==> src/rtl/trim_prog_pkg.sv <==
package trim_prog_pkg;

  typedef enum logic [2:0] {
    TX_IDLE,
    TX_LO,
    TX_HI,
    TX_POST,
    TX_GAP
  } tx_state_e;

  typedef enum logic [2:0] {
    SQ_IDLE,
    SQ_ERASE,
    SQ_READ,
    SQ_EVAL,
    SQ_WRITE,
    SQ_CHECK,
    SQ_FINISH
  } sq_state_e;

  function automatic int unsigned count_ones(input logic [31:0] v);
    int unsigned n;
    n = 0;
    for (int i = 0; i < 32; i++) n += 32'(v[i]);
    return n;
  endfunction

endpackage

==> src/rtl/trim_prog_tx.sv <==
module trim_prog_tx
  import trim_prog_pkg::*;
#(
  parameter int W         = 11,
  parameter int HALF_DIV  = 1250,
  parameter int PULSE_LEN = 2500000,
  parameter int GAP_LEN   = 1250
) (
  input  logic         clk,
  input  logic         rst_n,
  input  logic         go,
  input  logic         is_prog,
  input  logic [W-1:0] frame,
  output logic         ser_clk,
  output logic         ser_data,
  output logic         prog_strobe,
  output logic         sample_en,
  output logic         fin
);

  localparam int M1    = (HALF_DIV > PULSE_LEN) ? HALF_DIV : PULSE_LEN;
  localparam int M2    = (M1 > GAP_LEN) ? M1 : GAP_LEN;
  localparam int CNT_W = $clog2(M2 + 1);
  localparam int IDX_W = $clog2(W);

  tx_state_e          st;
  logic [CNT_W-1:0]   cnt;
  logic [CNT_W-1:0]   lim;
  logic [IDX_W-1:0]   bidx;
  logic [W-1:0]       sh;
  logic               prog_q;
  logic               last;

  always_comb begin
    case (st)
      TX_POST: lim = prog_q ? CNT_W'(PULSE_LEN - 1) : CNT_W'(HALF_DIV - 1);
      TX_GAP:  lim = CNT_W'(GAP_LEN - 1);
      default: lim = CNT_W'(HALF_DIV - 1);
    endcase
  end

  assign last = (cnt == lim);

  always_ff @(posedge clk or negedge rst_n) begin
    if (!rst_n) begin
      st     <= TX_IDLE;
      cnt    <= '0;
      bidx   <= '0;
      sh     <= '0;
      prog_q <= 1'b0;
    end else begin
      case (st)
        TX_IDLE: begin
          cnt <= '0;
          if (go) begin
            sh     <= frame;
            prog_q <= is_prog;
            bidx   <= '0;
            st     <= TX_LO;
          end
        end
        TX_LO: begin
          if (last) begin
            cnt <= '0;
            st  <= TX_HI;
          end else cnt <= cnt + 1'b1;
        end
        TX_HI: begin
          if (last) begin
            cnt <= '0;
            if (bidx == IDX_W'(W - 1)) st <= TX_POST;
            else begin
              sh   <= sh >> 1;
              bidx <= bidx + 1'b1;
              st   <= TX_LO;
            end
          end else cnt <= cnt + 1'b1;
        end
        TX_POST: begin
          if (last) begin
            cnt <= '0;
            st  <= TX_GAP;
          end else cnt <= cnt + 1'b1;
        end
        TX_GAP: begin
          if (last) begin
            cnt <= '0;
            st  <= TX_IDLE;
          end else cnt <= cnt + 1'b1;
        end
        default: st <= TX_IDLE;
      endcase
    end
  end

  assign ser_clk     = (st == TX_HI) || (st == TX_POST && !prog_q);
  assign ser_data    = (st == TX_LO || st == TX_HI) ? sh[0] : (st == TX_POST && !prog_q);
  assign prog_strobe = (st == TX_POST) && prog_q;
  assign sample_en   = (st == TX_POST) && !prog_q && last;
  assign fin         = (st == TX_GAP) && last;

endmodule

==> src/rtl/trim_prog_cmp.sv <==
module trim_prog_cmp
  import trim_prog_pkg::*;
#(
  parameter int W  = 11,
  parameter int CW = 4
) (
  input  logic [W-1:0]  cur,
  input  logic [W-1:0]  target,
  output logic [W-1:0]  need_mask,
  output logic          bad,
  output logic [CW-1:0] diff_cnt
);

  logic [W-1:0] up_mask;

  for (genvar g = 0; g < W; g++) begin : g_bit
    assign need_mask[g] = cur[g] & ~target[g];
    assign up_mask[g]   = ~cur[g] & target[g];
  end

  assign bad      = |up_mask;
  assign diff_cnt = CW'(count_ones(32'(cur ^ target)));

endmodule

==> src/rtl/trim_prog_ctrl.sv <==
module trim_prog_ctrl
  import trim_prog_pkg::*;
#(
  parameter int W  = 11,
  parameter int CW = 4
) (
  input  logic          clk,
  input  logic          rst_n,
  input  logic          req_valid,
  input  logic [W-1:0]  req_word,
  input  logic          req_erase,
  output logic          req_ready,
  input  logic          rd_bit,
  input  logic          sample_en,
  input  logic          fin,
  input  logic [W-1:0]  need_mask,
  input  logic          bad,
  input  logic [CW-1:0] diff_cnt,
  output logic          go,
  output logic          is_prog,
  output logic [W-1:0]  frame,
  output logic [W-1:0]  cur,
  output logic [W-1:0]  target,
  output logic          done,
  output logic          error,
  output logic [CW-1:0] diff_count
);

  localparam int IDX_W = $clog2(W);

  sq_state_e        st;
  logic [IDX_W-1:0] idx;
  logic             busy;
  logic             verify;
  logic             last_idx;
  logic [W-1:0]     sel_frame;

  assign last_idx  = (idx == IDX_W'(W - 1));
  assign sel_frame = ~(W'(1) << idx);
  assign req_ready = (st == SQ_IDLE);

  always_ff @(posedge clk or negedge rst_n) begin
    if (!rst_n) begin
      st         <= SQ_IDLE;
      idx        <= '0;
      busy       <= 1'b0;
      verify     <= 1'b0;
      go         <= 1'b0;
      is_prog    <= 1'b0;
      frame      <= '1;
      cur        <= '0;
      target     <= '0;
      done       <= 1'b0;
      error      <= 1'b0;
      diff_count <= '0;
    end else begin
      go   <= 1'b0;
      done <= 1'b0;
      case (st)
        SQ_IDLE: begin
          if (req_valid) begin
            target     <= ~req_word;
            idx        <= '0;
            verify     <= 1'b0;
            error      <= 1'b0;
            diff_count <= '0;
            if (req_erase) begin
              frame   <= '1;
              is_prog <= 1'b1;
              go      <= 1'b1;
              busy    <= 1'b1;
              st      <= SQ_ERASE;
            end else begin
              busy <= 1'b0;
              st   <= SQ_READ;
            end
          end
        end
        SQ_ERASE: begin
          if (fin) begin
            busy <= 1'b0;
            st   <= SQ_READ;
          end
        end
        SQ_READ: begin
          if (!busy) begin
            frame   <= sel_frame;
            is_prog <= 1'b0;
            go      <= 1'b1;
            busy    <= 1'b1;
          end
          if (sample_en) cur[idx] <= rd_bit;
          if (fin) begin
            busy <= 1'b0;
            if (last_idx) begin
              idx <= '0;
              st  <= verify ? SQ_CHECK : SQ_EVAL;
            end else idx <= idx + 1'b1;
          end
        end
        SQ_EVAL: begin
          diff_count <= diff_cnt;
          if (bad) begin
            error <= 1'b1;
            st    <= SQ_FINISH;
          end else st <= SQ_WRITE;
        end
        SQ_WRITE: begin
          if (!busy) begin
            if (need_mask[idx]) begin
              frame   <= sel_frame;
              is_prog <= 1'b1;
              go      <= 1'b1;
              busy    <= 1'b1;
            end else if (last_idx) begin
              idx    <= '0;
              verify <= 1'b1;
              st     <= SQ_READ;
            end else idx <= idx + 1'b1;
          end else if (fin) begin
            busy <= 1'b0;
            if (last_idx) begin
              idx    <= '0;
              verify <= 1'b1;
              st     <= SQ_READ;
            end else idx <= idx + 1'b1;
          end
        end
        SQ_CHECK: begin
          error <= (cur != target);
          st    <= SQ_FINISH;
        end
        SQ_FINISH: begin
          done   <= 1'b1;
          verify <= 1'b0;
          st     <= SQ_IDLE;
        end
        default: st <= SQ_IDLE;
      endcase
    end
  end

endmodule

==> src/rtl/trim_prog_seq.sv <==
module trim_prog_seq
  import trim_prog_pkg::*;
#(
  parameter int WORD_W    = 11,
  parameter int HALF_DIV  = 1250,
  parameter int PULSE_LEN = 2500000,
  parameter int GAP_LEN   = 1250,
  localparam int CW       = $clog2(WORD_W + 1)
) (
  input  logic              clk,
  input  logic              rst_n,
  input  logic              req_valid,
  output logic              req_ready,
  input  logic [WORD_W-1:0] req_word,
  input  logic              req_erase,
  output logic              ser_clk,
  output logic              ser_data,
  output logic              prog_strobe,
  input  logic              rd_bit,
  output logic              done,
  output logic              error,
  output logic [CW-1:0]     diff_count
);

  logic              go;
  logic              is_prog;
  logic [WORD_W-1:0] frame;
  logic [WORD_W-1:0] cur;
  logic [WORD_W-1:0] target;
  logic [WORD_W-1:0] need_mask;
  logic              bad;
  logic [CW-1:0]     diff_cnt;
  logic              sample_en;
  logic              fin;

  trim_prog_ctrl #(.W(WORD_W), .CW(CW)) u_ctrl (
    .clk        (clk),
    .rst_n      (rst_n),
    .req_valid  (req_valid),
    .req_word   (req_word),
    .req_erase  (req_erase),
    .req_ready  (req_ready),
    .rd_bit     (rd_bit),
    .sample_en  (sample_en),
    .fin        (fin),
    .need_mask  (need_mask),
    .bad        (bad),
    .diff_cnt   (diff_cnt),
    .go         (go),
    .is_prog    (is_prog),
    .frame      (frame),
    .cur        (cur),
    .target     (target),
    .done       (done),
    .error      (error),
    .diff_count (diff_count)
  );

  trim_prog_cmp #(.W(WORD_W), .CW(CW)) u_cmp (
    .cur       (cur),
    .target    (target),
    .need_mask (need_mask),
    .bad       (bad),
    .diff_cnt  (diff_cnt)
  );

  trim_prog_tx #(
    .W         (WORD_W),
    .HALF_DIV  (HALF_DIV),
    .PULSE_LEN (PULSE_LEN),
    .GAP_LEN   (GAP_LEN)
  ) u_tx (
    .clk         (clk),
    .rst_n       (rst_n),
    .go          (go),
    .is_prog     (is_prog),
    .frame       (frame),
    .ser_clk     (ser_clk),
    .ser_data    (ser_data),
    .prog_strobe (prog_strobe),
    .sample_en   (sample_en),
    .fin         (fin)
  );

endmodule

==> config.mk <==
export PLATFORM = sky130hd
export DESIGN_NAME = trim_prog_seq
export DESIGN_NICKNAME = d
export VERILOG_FILES = /design/src/rtl/trim_prog_pkg.sv /design/src/rtl/trim_prog_tx.sv /design/src/rtl/trim_prog_cmp.sv /design/src/rtl/trim_prog_ctrl.sv /design/src/rtl/trim_prog_seq.sv
export SDC_FILE = /design/constraint.sdc
export NUM_CORES = 1
export LEC_CHECK = 0
export CORE_MARGIN = 1
export CORE_UTILIZATION = 60
export CTS_BUF_LIST = sky130_fd_sc_hd__clkbuf_16
export CTS_CLUSTER_SIZE = 24
export DETAILED_ROUTE_END_ITERATION = 8
export PLACE_DENSITY = 0.8
export SLEW_MARGIN = 20
export SYNTH_ARGS = -nofsm -noshare
export SYNTH_HDL_FRONTEND = slang
export SYNTH_SLANG_ARGS = --single-unit
==> constraint.sdc <==
create_clock -name clk -period 7.7 [get_ports clk]
set_input_delay 1.54 -clock clk [delete_from_list [all_inputs] [get_ports clk]]
set_output_delay 1.54 -clock clk [all_outputs]
set_load 0.01 [all_outputs]
==> results.cfg <==
[run_status]
run_status = completed

[floorplanning]
start_util = 0.619
rows = 35
core_sq_um = 9240
die_y_microns = 99.6
die-area_sq_um = 9930
die_w_microns = 99.6
io_pins = 26

[hold_path]
min_from = u_tx.sh[8]
hold_path.class = flop to flop

[setup_path]
r2r_start = u_ctrl.cur[0]
critPathMaxStageDelay_ns = 0.53
crit_arrival_ns = 3.85
cp-end-kind = flop
worstPathRequired_ns = 7.92
cp_max_fo = 3
setup.worst_path.class = flop to flop
critPathLaunchType = flop
path_cells = inv_1 > ha_1 > ha_1 > fa_1 > fa_1 > inv_1 > fa_1 > inv_1 > ha_1 > fa_1 > xnor2_1 > o21ai_0
critical_path.slowest_cell = fa_1
crit_path_start = u_ctrl.cur[0]
crit_top_cell = fa_1

[global_route]
gr-total-overflow = 0
grt_max_degree = 66
grt.total_usage = 0.279
grt_pass1_wl_microns = 21800
grt_pass1_vias = 4629
antenna_found_initial = 0

[timing]
finalCriticalPeriod_ns = 3.63
finalHoldViolCount = 0
setup_viol = 0
maxSlewViolCount = 0
tightest_slew_ns = 0.873
fmax_ghz = 0.275
hold_slack_ns = 0.491
rsz0062_at_grt = false
final_critical_path_setup_slack_ns = 4.07
skew_ns = 0.00801
slew_headroom = 0.416
fin_crit_sh = 0.472
finalSetupTns_ns = 0

[yosys]
synth.avg_cell_area_sq_um = 9.08
synth_edf_count = 0
yosysUniqueCellTypes = 72
synthesis.nets = 686
synth_seq_cells = 91
synth_cells = 630
seq_area_frac_synth = 0.400
synthFlopType = dfrtp_1
synthArstFlopShare = 1.00
netlist_area_sq_um = 5720
synth_warnings = 0

[final_layout]
drive_gt1_frac = 0.0964
fin_nets = 694
antennaDiodeCount = 0
area_delta_synth_final_pct = 9.97

[clock_tree]
cts_resized = 0
cts_tree = done
root_buffer = clkbuf_16
clk_latency_ns = 0.34
clockBufferDepth = 2
cts_buffers = 9
post_cts_buffers = 0
clkTransAtPathRegs_ns = 0.06
ctsHoldBuffers = 0
clock_sinks = 91
h-tree-depth = 3

[routing]
dr.pass1.iters = 5
wl_per_cell_microns = 16.4
vias_per_cell = 6.06
final_antenna_net_count = 0
drt-initial-drc-count = 280
totalWireLength_microns = 12700
route.detailed.drc = 0
vias = 4680

[placed_design]
dpl_worst_slack_ns = 4.02
numPortBuffers = 25
hpwl_microns = 9000
place_congestion = 0.902

[power]
p_leak_nw = 2.84
p_per_area_nw_per_um2 = 305
vdd_drop_max_mv = 0.622
total_power_mw = 1.92

[job]
drv_cap = 0
synthesized netlist by cell type (all sizes together), types with 9 or more instances:
cell,instances,area (sq um)
a31oi,17,106
ha,34,425
nand2,82,308
o21ai,40,200
nand4,16,106
mux2,21,236
buf,15,95.1
inv,52,195
nor2,48,199
dfstp,11,289
nor3,15,75.1
nand3,18,90.1
clkbuf,16,60.1
nor2b,9,56.3
dfrtp,80,2000
a21oi,35,183
layer usage:
layer / up-vias / global-route usage / share of wire
li1: 2235 / - / -
met5: - / 0 / 0
met2: 160 / 0.482 / 0.51
met4: 0 / 0.126 / 0.023
met1: 2260 / 0.351 / 0.42
met3: 25 / 0.0344 / 0.047
critical path: cells and delay by family (launching register included):
kind | cells | cell delay (ns)
adders and majority gates | 7 | 2.73
DFF | 1 | 0.37
xor gates and xnor gates | 1 | 0.17
buffers and inverters | 3 | 0.16
AOI/OAI and AO/OA | 1 | 0.09
registers in the layout, summed over array words and instances (netlist names), 3 cells and up:
register           count
u_tx.cnt              22
u_ctrl.target         11
u_tx.st                3
u_ctrl.cur            11
u_ctrl.diff_count      4
u_tx.bidx              4
u_ctrl.st              3
u_tx.sh               11
u_ctrl.frame          11
u_ctrl.idx             4
final timing paths:
| kind | endpoint | slack (ns) | cells after the start |
|---|---|---|---|
| min in group asynchronous | u_tx.cnt[19] | 1.10 | 1 |
| worst max-delay path | u_ctrl.diff_count[2] | 4.07 | 12 |
| worst max register to register | u_ctrl.diff_count[2] | 4.07 | 12 |
| worst min-delay path | u_tx.sh[8] | 0.49 | 1 |
| max in group asynchronous | u_ctrl.cur[3] | 5.46 | 2 |
| worst min register to register | u_tx.sh[8] | 0.49 | 1 |
cells by family (layout without fill, tap and decap cells):
logic type / Yosys count / after routing / share of synthesized area
compound gates: 139 / 139 / 0.157
xor+xnor: 5 / 5 / 0.00765
fa+ha+maj: 40 / 40 / 0.0954
buf+inv: 83 / 96 / 0.0612
flops: 91 / 91 / 0.400
mux: 29 / 29 / 0.0575
simple gates: 243 / 243 / 0.220
layout by cell type (no fill, tap or decap), types with 14 or more instances in the layout:
master,instances
nor2_1,46
clkdlybuf4s50_1,24
o21ai_0,35
a21oi_1,33
nand2_1,82
nand4_1,15
nand3_1,18
nor3_1,14
ha_1,34
inv_1,53
dfrtp_1,80
a31oi_1,17
per-stage QoR:
stage	area (sq um)	utilization	std cells
finish	6290	0.681	772
global route	6290	0.681	772
CTS	6280	0.680	772
detailed placement	6000	0.649	756
global placement	6000	0.649	756
floorplan	5720	-	630
report_power, final:
part           internal, mW  switching (mW)  total (mW)  leakage, nW
Sequential            0.542          0.0862       0.628         1.10
Combinational         0.373           0.484       0.857         1.61
Clock                 0.248           0.185       0.432        0.138
Total                  1.16           0.754        1.92         2.84
cell type report:
type / count / area, sq um
Inverter: 52 / 195
Clock inverter: 7 / 61.3
Clock buffer: 9 / 225
Tap cell: 129 / 161
Fill cell: 735 / 2950
Multi-Input combinational cell: 456 / 3090
Sequential cell: 91 / 2290
Timing Repair Buffer: 28 / 270
No activity file was read; power rests on OpenSTA's default activity.
